==> src/rtl/dbg_pkg.sv <==
package dbg_pkg;

   localparam int IDX_W       = 3;
   localparam int SLOT_STATUS = 6;
   localparam int SLOT_CTRL   = 7;
   localparam int BIT_GDET    = 13;
   localparam int BIT_STEP    = 14;
   localparam int BIT_TASK    = 15;
   localparam int CLS_W       = 2;

   typedef enum logic [CLS_W-1:0] {
      EXC_NONE  = 2'd0,
      EXC_DEBUG = 2'd1
   } exc_class_e;

   function automatic logic [31:0] ctrl_mask_f(input int nbp);
      logic [31:0] m;
      m = '0;
      for (int i = 0; i < nbp; i++) begin
         m[2*i]   = 1'b1;
         m[2*i+1] = 1'b1;
      end
      m[BIT_GDET] = 1'b1;
      return m;
   endfunction

   function automatic logic [31:0] status_mask_f(input int nbp);
      logic [31:0] m;
      m = '0;
      for (int i = 0; i < nbp; i++) m[i] = 1'b1;
      m[BIT_GDET] = 1'b1;
      m[BIT_STEP] = 1'b1;
      m[BIT_TASK] = 1'b1;
      return m;
   endfunction

endpackage

==> src/rtl/dbg_bp_match.sv <==
module dbg_bp_match #(
   parameter int ADDR_W      = 32,
   parameter int IGNORE_LSBS = 0
) (
   input  logic [ADDR_W-1:0] cmp_addr,
   input  logic [ADDR_W-1:0] bp_addr,
   output logic              hit
);
   generate
      if (IGNORE_LSBS < 0 || IGNORE_LSBS >= ADDR_W) begin : g_bad
         $error("dbg_bp_match: IGNORE_LSBS out of range");
      end
      if (IGNORE_LSBS == 0) begin : g_full
         assign hit = (cmp_addr == bp_addr);
      end else begin : g_coarse
         assign hit = (cmp_addr[ADDR_W-1:IGNORE_LSBS] == bp_addr[ADDR_W-1:IGNORE_LSBS]);
      end
   endgenerate
endmodule

==> src/rtl/dbg_regs.sv <==
module dbg_regs
   import dbg_pkg::*;
#(
   parameter int NUM_BP = 4,
   parameter int ADDR_W = 32,
   parameter int DATA_W = 32
) (
   input  logic                         clk,
   input  logic                         rst_n,
   input  logic                         acc_valid,
   input  logic                         acc_write,
   input  logic [IDX_W-1:0]             acc_idx,
   input  logic [DATA_W-1:0]            acc_wdata,
   output logic [DATA_W-1:0]            acc_rdata,
   input  logic [NUM_BP-1:0]            set_hit,
   input  logic                         set_step,
   input  logic                         set_task,
   output logic [NUM_BP-1:0][ADDR_W-1:0] bp_addr,
   output logic [NUM_BP-1:0]            bp_en,
   output logic [DATA_W-1:0]            status,
   output logic                         gd_hit
);
   localparam logic [31:0] CMASK32 = ctrl_mask_f(NUM_BP);
   localparam logic [31:0] SMASK32 = status_mask_f(NUM_BP);
   localparam logic [DATA_W-1:0] CMASK = CMASK32[DATA_W-1:0];
   localparam logic [DATA_W-1:0] SMASK = SMASK32[DATA_W-1:0];

   logic [NUM_BP-1:0][ADDR_W-1:0] addr_q;
   logic [DATA_W-1:0]             ctrl_q;
   logic [DATA_W-1:0]             stat_q;
   logic [DATA_W-1:0]             stat_set;
   logic                          wr_ok;

   assign gd_hit = acc_valid && ctrl_q[BIT_GDET];
   assign wr_ok  = acc_valid && acc_write && !ctrl_q[BIT_GDET];

   always_comb begin
      stat_set = '0;
      stat_set[NUM_BP-1:0] = set_hit;
      stat_set[BIT_GDET]   = gd_hit;
      stat_set[BIT_STEP]   = set_step;
      stat_set[BIT_TASK]   = set_task;
   end

   genvar gi;
   generate
      for (gi = 0; gi < NUM_BP; gi++) begin : g_addr
         always_ff @(posedge clk) begin
            if (!rst_n)
               addr_q[gi] <= '0;
            else if (wr_ok && acc_idx == IDX_W'(gi))
               addr_q[gi] <= acc_wdata[ADDR_W-1:0];
         end
         assign bp_en[gi] = ctrl_q[2*gi] | ctrl_q[2*gi+1];
      end
   endgenerate

   always_ff @(posedge clk) begin
      if (!rst_n)
         ctrl_q <= '0;
      else if (gd_hit)
         ctrl_q[BIT_GDET] <= 1'b0;
      else if (wr_ok && acc_idx == IDX_W'(SLOT_CTRL))
         ctrl_q <= acc_wdata & CMASK;
   end

   always_ff @(posedge clk) begin
      if (!rst_n)
         stat_q <= '0;
      else if (wr_ok && acc_idx == IDX_W'(SLOT_STATUS))
         stat_q <= (acc_wdata | stat_set) & SMASK;
      else
         stat_q <= (stat_q | stat_set) & SMASK;
   end

   always_comb begin
      acc_rdata = '0;
      if (!ctrl_q[BIT_GDET]) begin
         if (acc_idx == IDX_W'(SLOT_STATUS))
            acc_rdata = stat_q;
         else if (acc_idx == IDX_W'(SLOT_CTRL))
            acc_rdata = ctrl_q;
         else
            for (int i = 0; i < NUM_BP; i++)
               if (acc_idx == IDX_W'(i))
                  acc_rdata = DATA_W'(addr_q[i]);
      end
   end

   assign bp_addr = addr_q;
   assign status  = stat_q;

   // a refused access clears general detect and leaves BD set
   a_r7_gd_clears: assert property (@(posedge clk) disable iff (!rst_n)
      gd_hit |=> (!ctrl_q[BIT_GDET] && stat_q[BIT_GDET]));

   // without a software write to status no bit ever drops
   a_r8_sticky: assert property (@(posedge clk) disable iff (!rst_n)
      !(wr_ok && acc_idx == IDX_W'(SLOT_STATUS)) |=> ((stat_q & $past(stat_q)) == $past(stat_q)));

   // a refused write leaves every address register unchanged
   a_r7_wr_blocked: assert property (@(posedge clk) disable iff (!rst_n)
      (gd_hit && acc_write) |=> $stable(addr_q));
endmodule

==> src/rtl/dbg_exc_gen.sv <==
module dbg_exc_gen
   import dbg_pkg::*;
(
   input  logic             clk,
   input  logic             rst_n,
   input  logic             raise,
   output logic             exc_pulse,
   output logic [CLS_W-1:0] exc_class
);
   logic       pulse_q;
   exc_class_e cls_q;

   always_ff @(posedge clk) begin
      if (!rst_n) begin
         pulse_q <= 1'b0;
         cls_q   <= EXC_NONE;
      end else begin
         pulse_q <= raise;
         cls_q   <= raise ? EXC_DEBUG : EXC_NONE;
      end
   end

   assign exc_pulse = pulse_q;
   assign exc_class = cls_q;

   // the pulse follows a qualifying cycle by exactly one cycle
   a_r4_pulse_follows: assert property (@(posedge clk) disable iff (!rst_n)
      raise |=> exc_pulse);
   a_r4_no_spurious: assert property (@(posedge clk) disable iff (!rst_n)
      !raise |=> !exc_pulse);
endmodule

==> src/rtl/dbg_bkpt_unit.sv <==
module dbg_bkpt_unit
   import dbg_pkg::*;
#(
   parameter int NUM_BP      = 4,
   parameter int ADDR_W      = 32,
   parameter int DATA_W      = 32,
   parameter int IGNORE_LSBS = 0
) (
   input  logic              clk,
   input  logic              rst_n,
   input  logic              acc_valid,
   input  logic              acc_write,
   input  logic [2:0]        acc_idx,
   input  logic [31:0]       acc_wdata,
   output logic [31:0]       acc_rdata,
   input  logic              ret_valid,
   input  logic [31:0]       ret_addr,
   input  logic              step_en,
   input  logic              task_trap,
   output logic              exc_pulse,
   output logic [1:0]        exc_class
);
   generate
      if (NUM_BP < 1 || NUM_BP > 4) begin : g_chk_nbp
         $error("dbg_bkpt_unit: NUM_BP must be 1..4");
      end
      if (DATA_W != 32 || ADDR_W > DATA_W) begin : g_chk_w
         $error("dbg_bkpt_unit: DATA_W must be 32 and ADDR_W <= DATA_W");
      end
   endgenerate

   logic [NUM_BP-1:0][ADDR_W-1:0] bp_addr;
   logic [NUM_BP-1:0]             bp_en;
   logic [NUM_BP-1:0]             raw_hit;
   logic [NUM_BP-1:0]             ret_hit;
   logic [DATA_W-1:0]             status;
   logic                          gd_hit;
   logic                          step_hit;
   logic                          raise;

   genvar gi;
   generate
      for (gi = 0; gi < NUM_BP; gi++) begin : g_bp
         dbg_bp_match #(.ADDR_W(ADDR_W), .IGNORE_LSBS(IGNORE_LSBS)) u_match (
            .cmp_addr (ret_addr[ADDR_W-1:0]),
            .bp_addr  (bp_addr[gi]),
            .hit      (raw_hit[gi])
         );
         assign ret_hit[gi] = ret_valid && raw_hit[gi];

         // a hit marks status even for a disabled breakpoint
         a_r2_hit_sets: assert property (@(posedge clk) disable iff (!rst_n)
            ret_hit[gi] |=> status[gi]);
      end
   endgenerate

   assign step_hit = ret_valid && step_en;
   assign raise    = (|(ret_hit & bp_en)) || step_hit || task_trap || gd_hit;

   dbg_regs #(.NUM_BP(NUM_BP), .ADDR_W(ADDR_W), .DATA_W(DATA_W)) u_regs (
      .clk       (clk),
      .rst_n     (rst_n),
      .acc_valid (acc_valid),
      .acc_write (acc_write),
      .acc_idx   (acc_idx),
      .acc_wdata (acc_wdata),
      .acc_rdata (acc_rdata),
      .set_hit   (ret_hit),
      .set_step  (step_hit),
      .set_task  (task_trap),
      .bp_addr   (bp_addr),
      .bp_en     (bp_en),
      .status    (status),
      .gd_hit    (gd_hit)
   );

   dbg_exc_gen u_exc (
      .clk       (clk),
      .rst_n     (rst_n),
      .raise     (raise),
      .exc_pulse (exc_pulse),
      .exc_class (exc_class)
   );

   // class code tracks the pulse
   a_r4_class: assert property (@(posedge clk) disable iff (!rst_n)
      exc_pulse ? (exc_class == 2'd1) : (exc_class == 2'd0));

   // single-step retirement raises the exception and sets BS
   a_r5_step: assert property (@(posedge clk) disable iff (!rst_n)
      step_hit |=> (exc_pulse && status[BIT_STEP]));

   // task trap needs no enable
   a_r6_task: assert property (@(posedge clk) disable iff (!rst_n)
      task_trap |=> (exc_pulse && status[BIT_TASK]));
endmodule

==> config.mk <==
export PLATFORM = sky130hd
export DESIGN_NAME = dbg_bkpt_unit
export DESIGN_NICKNAME = d
export VERILOG_FILES = /design/src/rtl/dbg_pkg.sv /design/src/rtl/dbg_bp_match.sv /design/src/rtl/dbg_regs.sv /design/src/rtl/dbg_exc_gen.sv /design/src/rtl/dbg_bkpt_unit.sv
export SDC_FILE = /design/constraint.sdc
export NUM_CORES = 1
export LEC_CHECK = 0
export BUFFER_PORTS_ARGS = -buffer_cell sky130_fd_sc_hd__buf_2
export CORE_MARGIN = 3
export CORE_UTILIZATION = 45
export DETAILED_ROUTE_END_ITERATION = 8
export MAX_ROUTING_LAYER = met4
export PLACE_DENSITY = 0.65
export REMOVE_ABC_BUFFERS = 1
export SETUP_SLACK_MARGIN = 0.4
export SYNTH_ARGS = -nofsm -noshare
export SYNTH_HDL_FRONTEND = slang
export SYNTH_SLANG_ARGS = --single-unit
==> constraint.sdc <==
create_clock -name clk -period 1.9 [get_ports clk]
set_input_delay 0.19 -clock clk [delete_from_list [all_inputs] [get_ports clk]]
set_output_delay 0.19 -clock clk [all_outputs]
set_load 0.005 [all_outputs]
Word level (Yosys, flattened, before mapping)
Cells that the tools add are included.
Storage, ports and cells
  input bits: 74
  logic and storage cells: 58
  bits in writable memories: 0
  memory bits (read-only): 0
  memories: 0
  register bits after elaboration: 156
  latch bits: 0
  output and inout bits: 35
Operators by class
  $mul: 0
  bitwise logic cells: 9
  reduce and logical (&&, ||, !) cells: 22
  $lt $le $gt $ge: 0
  add/subtract/negate cells: 0
  div/mod/pow operators: 0
  shift-type cells: 0
  multiplexer cells: 9
  equality and inequality tests: 9
Operators by type and width (count)
  $mux 32: 7
  $eq 32x32->1: 4
  $or 16x16->16: 2
  $mux 16: 1
  $logic_and 1x1->1: 14
  $eq 3x2->1 const B: 2
  $eq 3x3->1 const B: 2
  $and 4x4->4: 1
  $or 1x1->1: 4
  $reduce_or 4->1: 1
  $eq 3x1->1 const B: 1
  $logic_not 3->1: 1
  $logic_or 1x1->1: 3
  $not 1->1: 2
  $reduce_and 2->1: 1
  $reduce_or 2->1: 1
  $logic_not 1->1: 1
  $mux 1: 1

Depth between registers and ports, before layout
Gate-level depths: netlist of the first run.
  depth after elaboration: 8
  gate-level depth with buffers: 8
  depth with buffers taken out: 6

Cells and area by module
From an unflattened synthesis of the first run, not the netlist that was laid out.
Unflattened totals
  cells, all modules: 964
  area total of the unflattened synthesis: 8623.3 µm²
By module, submodules not included
  dbg_regs: cells an instance 778, times used 1, area an instance 7120.6 µm²
  dbg_bp_match: cells an instance 43, times used 4, area an instance 346.6 µm²
  dbg_bkpt_unit: cells an instance 9, times used 1, area an instance 71.3 µm²
  dbg_exc_gen: cells an instance 5, times used 1, area an instance 45.0 µm²

Worst setup path before layout of the first run
No wires, ideal clock.
  path type: input port to output port
  from: in acc_idx[0]
  to: out acc_rdata[10]
  data required time: 1710 ps
  path buffers: 2
  arrival time: 1331 ps
  slack: 379 ps
  stages: 4
  cells stage by stage: buf_2 > buf_2 > mux4_2 > and2_1
On the way
  cells in the longest elaborated chain, start to end: 8
  elaborated cells on any way between the ends: 13
RTL lines
  start, declared: RTL line dbg_bkpt_unit.sv:13  | input logic [2:0] acc_idx,
  $logic_not 3->1: RTL line dbg_regs.sv:85  | if (acc_idx == IDX_W'(i))
  $mux 32 (4 in series): RTL line dbg_regs.sv:85
  $mux 32: RTL line dbg_regs.sv:81  | else if (acc_idx == IDX_W'(SLOT_CTRL))
  $mux 32 *: RTL line dbg_regs.sv:79  | if (acc_idx == IDX_W'(SLOT_STATUS))
  $mux 32 *: RTL line dbg_regs.sv:78  | if (!ctrl_q[BIT_GDET]) begin
  end, declared: RTL line dbg_bkpt_unit.sv:15  | output logic [31:0] acc_rdata,
Every way passes the cells marked *; elsewhere a longest branch is shown, timed or not.

Worst setup path after layout of the first run
  from: reg u_regs.addr_q, in the netlist u_regs.bp_addr[87]
  to: reg u_exc.pulse_q (netlist: u_exc.exc_pulse)
On the way
  cells in the longest elaborated chain, start to end: 7
RTL lines
  start, declared: RTL line dbg_regs.sv:28  | logic [NUM_BP-1:0][ADDR_W-1:0] addr_q;
  start signal, assigned by index: RTL line dbg_regs.sv:52  | addr_q[gi] <= acc_wdata[ADDR_W-1:0];
  $eq 32x32->1: RTL line dbg_bp_match.sv:14  | assign hit = (cmp_addr == bp_addr);
  $logic_and 1x1->1: RTL line dbg_bkpt_unit.sv:49  | assign ret_hit[gi] = ret_valid && raw_hit[gi];
  $and 4x4->4: RTL line dbg_bkpt_unit.sv:58  | assign raise = (|(ret_hit & bp_en)) || step_hit || task_trap || gd_hit;
  $reduce_or 4->1: RTL line dbg_bkpt_unit.sv:58
  $logic_or 1x1->1 (3 in series): RTL line dbg_bkpt_unit.sv:58
  end signal, assigned: RTL line dbg_exc_gen.sv:18  | pulse_q <= raise;
  end, declared: RTL line dbg_exc_gen.sv:10  | logic pulse_q;
No other way between the ends.
A chain may end at the register's enable or synchronous reset.

==> reports/results.md, run 1 <==
## Status
• **run status** completed

## Clock network
• **latest clock arrival within the worst-skew pair** 0.44 ns
• **CTS Root Buffer Type** sky130_fd_sc_hd__clkbuf_16
• **TritonCTS sink count** 145
• **Clk pin slew, worst setup/hold paths** 0.07 ns
• **total clock buffers created by CTS** 17
• **total number of H-tree levels** 4
• **TritonCTS clock tree** yes
• **maximum number of buffers from clock root to sink** 2

## Global routing
• **largest net degree at the start of global routing** 56
• **initial antenna violation count** 0
• **via count of the first global-routing pass** 7224
• **wire length of the first global-routing pass** 42300 um
• **GRT Total Usage** 28.7%
• **overflow left after global routing** 0

## Final layout
• **Final #Nets** 1223
• **leading cell type in the layout, fill and taps excluded** sky130_fd_sc_hd__nand2_1
• **fraction of final layout cells with drive strength greater than 1** 55.1%
• **highest-count cells in the layout ignoring fill and taps** sky130_fd_sc_hd__nand2_1 (191), sky130_fd_sc_hd__dfxtp_2 (110), sky130_fd_sc_hd__buf_4 (100)
• **post-route non-filler standard cell count** 1388
• **number of fill cells** 1240
• **Synth-to-Final Area Change** 49.8%
• **final std cell area, no fill** 0.0122 mm2

## Power
• **power density normalized to cell area** 633 mW/mm2
• **worst vdd ir** 649 uV
• **Power Total** 7.74 mW
• **Static Leak** 4.76 nW

## Floorplan
• **Total Die Area** 0.0198 mm2
• **die outline width** 141 um
• **die height** 141 um
• **Ports** 109
• **core area** 0.0175 mm2
• **initial cell density of the core** 46.5%
• **number of core rows** 48

## Synth
• **Synth area leaders** sky130_fd_sc_hd__dfxtp_1 (36%), sky130_fd_sc_hd__nand2_1 (12%), sky130_fd_sc_hd__xnor2_1 (11%)
• **sequential-to-total area share from yosys stat** 35.6%
• **proportion of netlist area held by the largest area contributor** 35.6%
• **total standard cell area after synthesis** 0.00816 mm2
• **#FFs+latches synth** 145
• **biggest area consumer among synthesized cells** sky130_fd_sc_hd__dfxtp_1
• **Synth cell types** 39
• **warning count from the yosys run** 0
• **cells after synthesis** 960
• **mean area per synthesized cell** 8.50 um2

## Timing
• **highest clock rate** 544 MHz
• **shortest clock period the worst path allows after layout** 1.84 ns
• **RSZ-0062 raised after global routing** true
• **slack of the critical path** 0.0603 ns
• **final worst clock skew** 0.00815 ns
• **number of hold violations in the final report** 0
• **Max Transition Viols Final** 0
• **period utilization** 96.8%
• **final setup vio count** 0

## Placed design
• **total instance count after detailed placement** 1255
• **Post-DP Area** 0.00906 mm2
• **placement-stage worst setup slack** -0.229 ns
• **post-detail-place hpwl** 18200 um
• **weighted congestion reported at the end of routability-driven placement** 0.944
• **number of buffer cells added on primary ports** 107

## Critical path
• **critical path endpoint category** register
• **Reg-to-Reg Start** u_regs.bp_addr[87]$_SDFFE_PN0P_
• **Critical Path RT** 2.28 ns
• **Critical Path Start Type** register
• **peak fanout along the critical path** 2
• **crit path launch** u_regs.bp_addr[87]$_SDFFE_PN0P_
• **reg2reg setup slack** 0.06 ns
• **critical path capture point** u_exc.exc_pulse$_SDFF_PN0_
• **Crit path arrival time** 2.22 ns
• **Reg2Reg Depth** 7
• **type of the setup path with the least slack** register to register
• **end of the worst register-to-register path** u_exc.exc_pulse$_SDFF_PN0_

## Routing
• **final antenna-violating net count** 0
• **met2 wire length** 14300 um
• **total DRC errors in the routed layout** 0
• **DRC violation total after the first TritonRoute iteration** 829
• **average wire per standard cell** 23.8 um
• **total length of routed wires** 33000 um
• **via-per-instance ratio** 6.01
• **total number of vias** 8344
• **first-pass detailed-route iteration total** 6
• **topmost layer with routed signal wires** met4
• **total met3 wirelength after detailed routing** 3800 um
• **Met1 Wirelength** 12700 um

## Worst hold path
• **worst hold path type** input pin to register

## Flow run
• **max_cap viols** 0

## worst max-delay path, stage by stage, from the launching register on
cell                       delay, ns
sky130_fd_sc_hd__dfxtp_2        0.32
sky130_fd_sc_hd__buf_4          0.14
sky130_fd_sc_hd__xnor2_2        0.29
sky130_fd_sc_hd__nand4_1        0.29
sky130_fd_sc_hd__a211oi_1       0.28
sky130_fd_sc_hd__nand4_1        0.20
sky130_fd_sc_hd__nor2_1         0.13
sky130_fd_sc_hd__o31a_1         0.14
## state kept, by name, summed over array words and instances, names as in the netlist
| name | cells |
|---|---|
| u_regs.status | 7 |
| u_exc.exc_pulse | 1 |
| u_regs.ctrl_q | 9 |
| u_regs.bp_addr | 128 |
## worst min path at each step
stage / startpoint / endpoint / slack (ns) / depth (start not counted)
final: acc_wdata[30] / u_regs.bp_addr[62]$_SDFFE_PN0P_ / 0.01 / 3
after global routing: acc_wdata[30] / u_regs.bp_addr[62]$_SDFFE_PN0P_ / 0.02 / 3
after CTS: acc_wdata[19] / u_regs.bp_addr[19]$_SDFFE_PN0P_ / 0.009 / 3
after detailed placement: task_trap / u_regs.status[15]$_SDFF_PN0_ / 0.42 / 2
after global placement: task_trap / u_regs.status[15]$_SDFF_PN0_ / 0.42 / 2
after floorplan: rst_n / u_regs.status[15]$_SDFF_PN0_ / 0.31 / 1
## synth_stat cells
cell / instances
sky130_fd_sc_hd__nand4_1: 27
sky130_fd_sc_hd__buf_4: 6
sky130_fd_sc_hd__nor3_1: 8
sky130_fd_sc_hd__mux2_2: 10
sky130_fd_sc_hd__nand2b_1: 6
sky130_fd_sc_hd__or3_1: 1
sky130_fd_sc_hd__nor2_4: 3
sky130_fd_sc_hd__clkbuf_1: 53
sky130_fd_sc_hd__nor2b_1: 12
sky130_fd_sc_hd__nand2_1: 271
sky130_fd_sc_hd__o21ai_0: 2
sky130_fd_sc_hd__a22oi_1: 1
sky130_fd_sc_hd__a2111oi_0: 2
sky130_fd_sc_hd__inv_1: 10
sky130_fd_sc_hd__and4b_1: 1
sky130_fd_sc_hd__a21boi_0: 74
sky130_fd_sc_hd__nand3_1: 11
sky130_fd_sc_hd__buf_2: 22
sky130_fd_sc_hd__clkbuf_2: 2
sky130_fd_sc_hd__conb_1: 1
sky130_fd_sc_hd__nor3_2: 1
sky130_fd_sc_hd__and2_1: 23
sky130_fd_sc_hd__xor2_1: 19
sky130_fd_sc_hd__dfxtp_1: 145
sky130_fd_sc_hd__mux4_2: 29
sky130_fd_sc_hd__nor2_1: 13
sky130_fd_sc_hd__a221oi_1: 1
sky130_fd_sc_hd__nand4b_2: 1
sky130_fd_sc_hd__nand3_2: 1
sky130_fd_sc_hd__nor4_1: 6
sky130_fd_sc_hd__a21oi_1: 12
sky130_fd_sc_hd__o2111ai_1: 2
sky130_fd_sc_hd__mux2i_1: 15
sky130_fd_sc_hd__o21a_1: 1
sky130_fd_sc_hd__o31a_1: 1
sky130_fd_sc_hd__a211oi_1: 1
sky130_fd_sc_hd__a21boi_1: 60
sky130_fd_sc_hd__o22ai_1: 7
sky130_fd_sc_hd__xnor2_1: 99
## kinds of logic after synthesis
kind of cell | after synthesis | synth area share [%]
and+or+nand+nor | 385 | 20.9
DFF | 145 | 35.6
muxes | 54 | 11.2
buffers and inverters | 93 | 4.92
other | 1 | 0.0459
xor gates and xnor gates | 118 | 12.7
AOI/OAI and AO/OA | 164 | 14.6
## where the power goes
part / internal [mW] / switching [mW] / total, mW
Combinational: 0.487 / 0.619 / 1.11
Clock: 2.10 / 1.42 / 3.52
Sequential: 3.08 / 0.0364 / 3.12
## layout make-up
cell class	count	area [um2]	share of cell area (%)
Sequential cell	145	3050	25.0
Clock buffer	19	443	3.62
Timing Repair Buffer	253	2250	18.4
Antenna cell	1	2.50	0.0205
Clock inverter	13	161	1.32
Tap cell	225	282	2.30
Inverter	10	41.3	0.338
Multi-Input combinational cell	722	5990	49.0
## timing repair
item,in CTS,in global routing
resized for setup,161,330
hold buffers,1,0
pin swaps,34,189
buffers inserted,60,22
gates cloned,2,15
endpoints found under the setup margin,162,145
endpoints found under the hold margin,1,0
## routing by layer
metal | up-vias | GRT usage, %
met5 | - | -
met4 | 0 | 9.54
met3 | 168 | 6.24
met2 | 611 | 44.4
met1 | 3951 | 37.6
li1 | 3614 | -
## metrics by stage
step	utilization, %	setup TNS [ns]	hold slack (ns)
2_1_floorplan	-	-26.20	0.307
3_3_place_gp	51.7	-0.206	0.421
3_5_place_dp	51.7	-0.250	0.421
4_1_cts	60.4	0	0.00898
5_1_grt	69.7	-0.00955	0.0168
6_report	69.7	0	0.0134
(Power assumes the default switching activity.)
==> run 2, diff against run 1 <==
--- a/config.mk
+++ b/config.mk
@@ -8,6 +8,7 @@
 export BUFFER_PORTS_ARGS = -buffer_cell sky130_fd_sc_hd__buf_2
 export CORE_MARGIN = 3
 export CORE_UTILIZATION = 45
+export CTS_BUF_LIST = sky130_fd_sc_hd__clkbuf_8
 export DETAILED_ROUTE_END_ITERATION = 8
 export MAX_ROUTING_LAYER = met4
 export PLACE_DENSITY = 0.65
==> reports/results.md, run 2 (synthesized netlist as in run 1, its figures left out) <==
## Floorplan
• **die outline width** 141 um, unchanged
• **Ports** 109, unchanged
• **number of core rows** 48, unchanged
• **Total Die Area** 0.0198 mm2, unchanged
• **die height** 141 um, unchanged
• **initial cell density of the core** 46.5%, unchanged
• **core area** 0.0175 mm2, unchanged

## Timing
• **period utilization** 97.6%, was 96.8%
• **shortest clock period the worst path allows after layout** 1.85 ns, was 1.84 ns
• **slack of the critical path** 0.0457 ns, was 0.0603 ns
• **RSZ-0062 raised after global routing** true, unchanged
• **final setup TNS** 0 ns, unchanged
• **final setup vio count** 0, unchanged
• **final worst clock skew** 0.0133 ns, was 0.00815 ns
• **number of hold violations in the final report** 0, unchanged
• **highest clock rate** 539 MHz, was 544 MHz
• **Max Transition Viols Final** 0, unchanged
• **worst hold margin** 0.0448 ns, was 0.0134 ns

## Final layout
• **number of flip-flops in the largest register** 128, unchanged
• **antenna fix cells** 0, was 1
• **Final #Nets** 1243, was 1223
• **highest-count cells in the layout ignoring fill and taps** sky130_fd_sc_hd__nand2_1 (182), sky130_fd_sc_hd__dfxtp_2 (104), sky130_fd_sc_hd__buf_4 (103), was sky130_fd_sc_hd__nand2_1 (191), sky130_fd_sc_hd__dfxtp_2 (110), sky130_fd_sc_hd__buf_4 (100)
• **leading cell type in the layout, fill and taps excluded** sky130_fd_sc_hd__nand2_1, unchanged
• **Synth-to-Final Area Change** 48.4%, was 49.8%
• **fraction of final layout cells with drive strength greater than 1** 52.5%, was 55.1%

## Clock network
• **total number of H-tree levels** 4, unchanged
• **maximum number of buffers from clock root to sink** 2, unchanged
• **TritonCTS sink count** 145, unchanged
• **Clk pin slew, worst setup/hold paths** 0.09 ns, was 0.07 ns
• **total clock buffers created by CTS** 17, unchanged
• **TritonCTS clock tree** yes, unchanged
• **CTS Root Buffer Type** sky130_fd_sc_hd__clkbuf_8, was sky130_fd_sc_hd__clkbuf_16
• **latest clock arrival within the worst-skew pair** 0.47 ns, was 0.44 ns

## Power
• **Power Total** 6.81 mW, was 7.74 mW
• **worst vdd ir** 503 uV, was 649 uV
• **power density normalized to cell area** 562 mW/mm2, was 633 mW/mm2
• **Static Leak** 4.74 nW, was 4.76 nW

## Critical path
• **peak fanout along the critical path** 2, unchanged
• **worst stage delay on the critical path** 0.50 ns, was 0.32 ns
• **sum of buffers and inverters on the critical path** 2, was 1
• **critical-path cell list** buf_6, mux4_2, nand2_2, a21oi_2, buf_2, was buf_4, xnor2_2, nand4_1, a211oi_1, nand4_1, nor2_1, o31a_1
• **Critical Path Start Type** register, unchanged
• **critical path endpoint category** primary output, was register
• **type of the setup path with the least slack** register to primary output, was register to register
• **family with the most delay on the worst path** multiplexers, was simple AND/OR/NAND/NOR gates
• **cell at the slowest stage of the critical path** sky130_fd_sc_hd__mux4_2, was sky130_fd_sc_hd__dfxtp_2
• **Crit path arrival time** 1.66 ns, was 2.22 ns
• **Critical Path RT** 1.71 ns, was 2.28 ns

## Routing
• **via-per-instance ratio** 5.85, was 6.01
• **final antenna-violating net count** 0, unchanged
• **total number of vias** 8233, was 8344
• **average wire per standard cell** 22.7 um, was 23.8 um
• **DRC violation total after the first TritonRoute iteration** 769, was 829
• **total DRC errors in the routed layout** 0, unchanged
• **first-pass detailed-route iteration total** 7, was 6
• **total length of routed wires** 32000 um, was 33000 um

## Global routing
• **overflow left after global routing** 0, unchanged
• **wire length of the first global-routing pass** 43500 um, was 42300 um
• **initial antenna violation count** 0, unchanged
• **via count of the first global-routing pass** 7613, was 7224
• **GRT Total Usage** 29.4%, was 28.7%
• **largest net degree at the start of global routing** 56, unchanged

## Worst hold path
• **worst hold path type** input pin to register, unchanged

## Placed design
• **weighted congestion reported at the end of routability-driven placement** 0.944, unchanged
• **post-detail-place hpwl** 18200 um, unchanged
• **number of buffer cells added on primary ports** 107, unchanged
• **placement-stage worst setup slack** -0.229 ns, unchanged

## Flow run
• **max_cap viols** 0, unchanged

## Status
• **run status** completed, unchanged

## run 2: changes by cell type in the layout (fill, tap and decap cells not counted), moves of 7 or more
cell,before,now
sky130_fd_sc_hd__dlygate4sd3_1,1,26
sky130_fd_sc_hd__clkbuf_16,29,7
sky130_fd_sc_hd__clkbuf_8,1,18
sky130_fd_sc_hd__nand2_1,191,182
sky130_fd_sc_hd__a21boi_1,70,78
sky130_fd_sc_hd__dfxtp_1,32,40
sky130_fd_sc_hd__a21boi_0,20,13
sky130_fd_sc_hd__nand2_4,60,67
## run 2: worst paths after layout
check	startpoint	end	slack [ns]	depth (start not counted)
setup / recovery	u_regs.bp_addr[15]$_SDFFE_PN0P_	acc_rdata[15]	0.05	5
hold reg to reg	u_regs.bp_addr[94]$_SDFFE_PN0P_	u_regs.bp_addr[94]$_SDFFE_PN0P_	0.47	2
hold / removal	acc_wdata[13]	u_regs.bp_addr[77]$_SDFFE_PN0P_	0.04	3
setup reg to reg	u_regs.bp_addr[56]$_SDFFE_PN0P_	u_exc.exc_pulse$_SDFF_PN0_	0.09	6
## run 2: metal layers
layer	share of wire [%]	vias to the layer above	GRT usage, %	wire length (um)
met5	0	-	-	0
met4	5.8	0	10.8	1840
met3	9.6	125	6.89	3080
met2	45	497	45.4	14400
met1	39	3970	37.7	12600
li1	-	3641	-	-
## run 2: stage by stage
| step | std cells | utilization (%) | instance area [um2] |
|---|---|---|---|
| after floorplan | 877 | - | 7800 |
| after global placement | 1255 | 51.7 | 9060 |
| after detailed placement | 1255 | 51.7 | 9060 |
| after CTS | 1391 | 62.2 | 10900 |
| after global routing | 1407 | 69.1 | 12100 |
| final | 1407 | 69.1 | 12100 |
## run 2: worst reg2reg max path: stages (launching register included)
cell and delay, ns:
sky130_fd_sc_hd__dfxtp_1 0.34, sky130_fd_sc_hd__xnor2_1 0.32, sky130_fd_sc_hd__nand4_1 0.21, sky130_fd_sc_hd__nor4_2 0.26, sky130_fd_sc_hd__nand4_1 0.24, sky130_fd_sc_hd__o21ai_1 0.23, sky130_fd_sc_hd__o31a_1 0.15
## run 2: report_power, final
group / internal [mW] / total [mW] / switching (mW)
registers: 3.08 / 3.12 / 0.0358
logic: 0.491 / 1.09 / 0.604
clock network: 1.33 / 2.59 / 1.27
total: 4.90 / 6.81 / 1.91
## run 2: repair_timing
item | CTS | global route
setup buffers | 73 | 8
gates resized for setup | 179 | 309
pin swaps | 35 | 205
cloned | 5 | 8
hold endpoints to repair | 85 | 0
endpoints found under the setup margin | 162 | 153
hold buffers | 26 | 0
## run 2: area by class of cell
cell class                      instances  area [um2]
Tap cell                              225         282
Sequential cell                       145        3040
Fill cell                            1252        5420
Inverter                               10        37.5
Clock inverter                         14         165
Clock buffer                           18         248
Multi-Input combinational cell        722        5960
Timing Repair Buffer                  273        2390
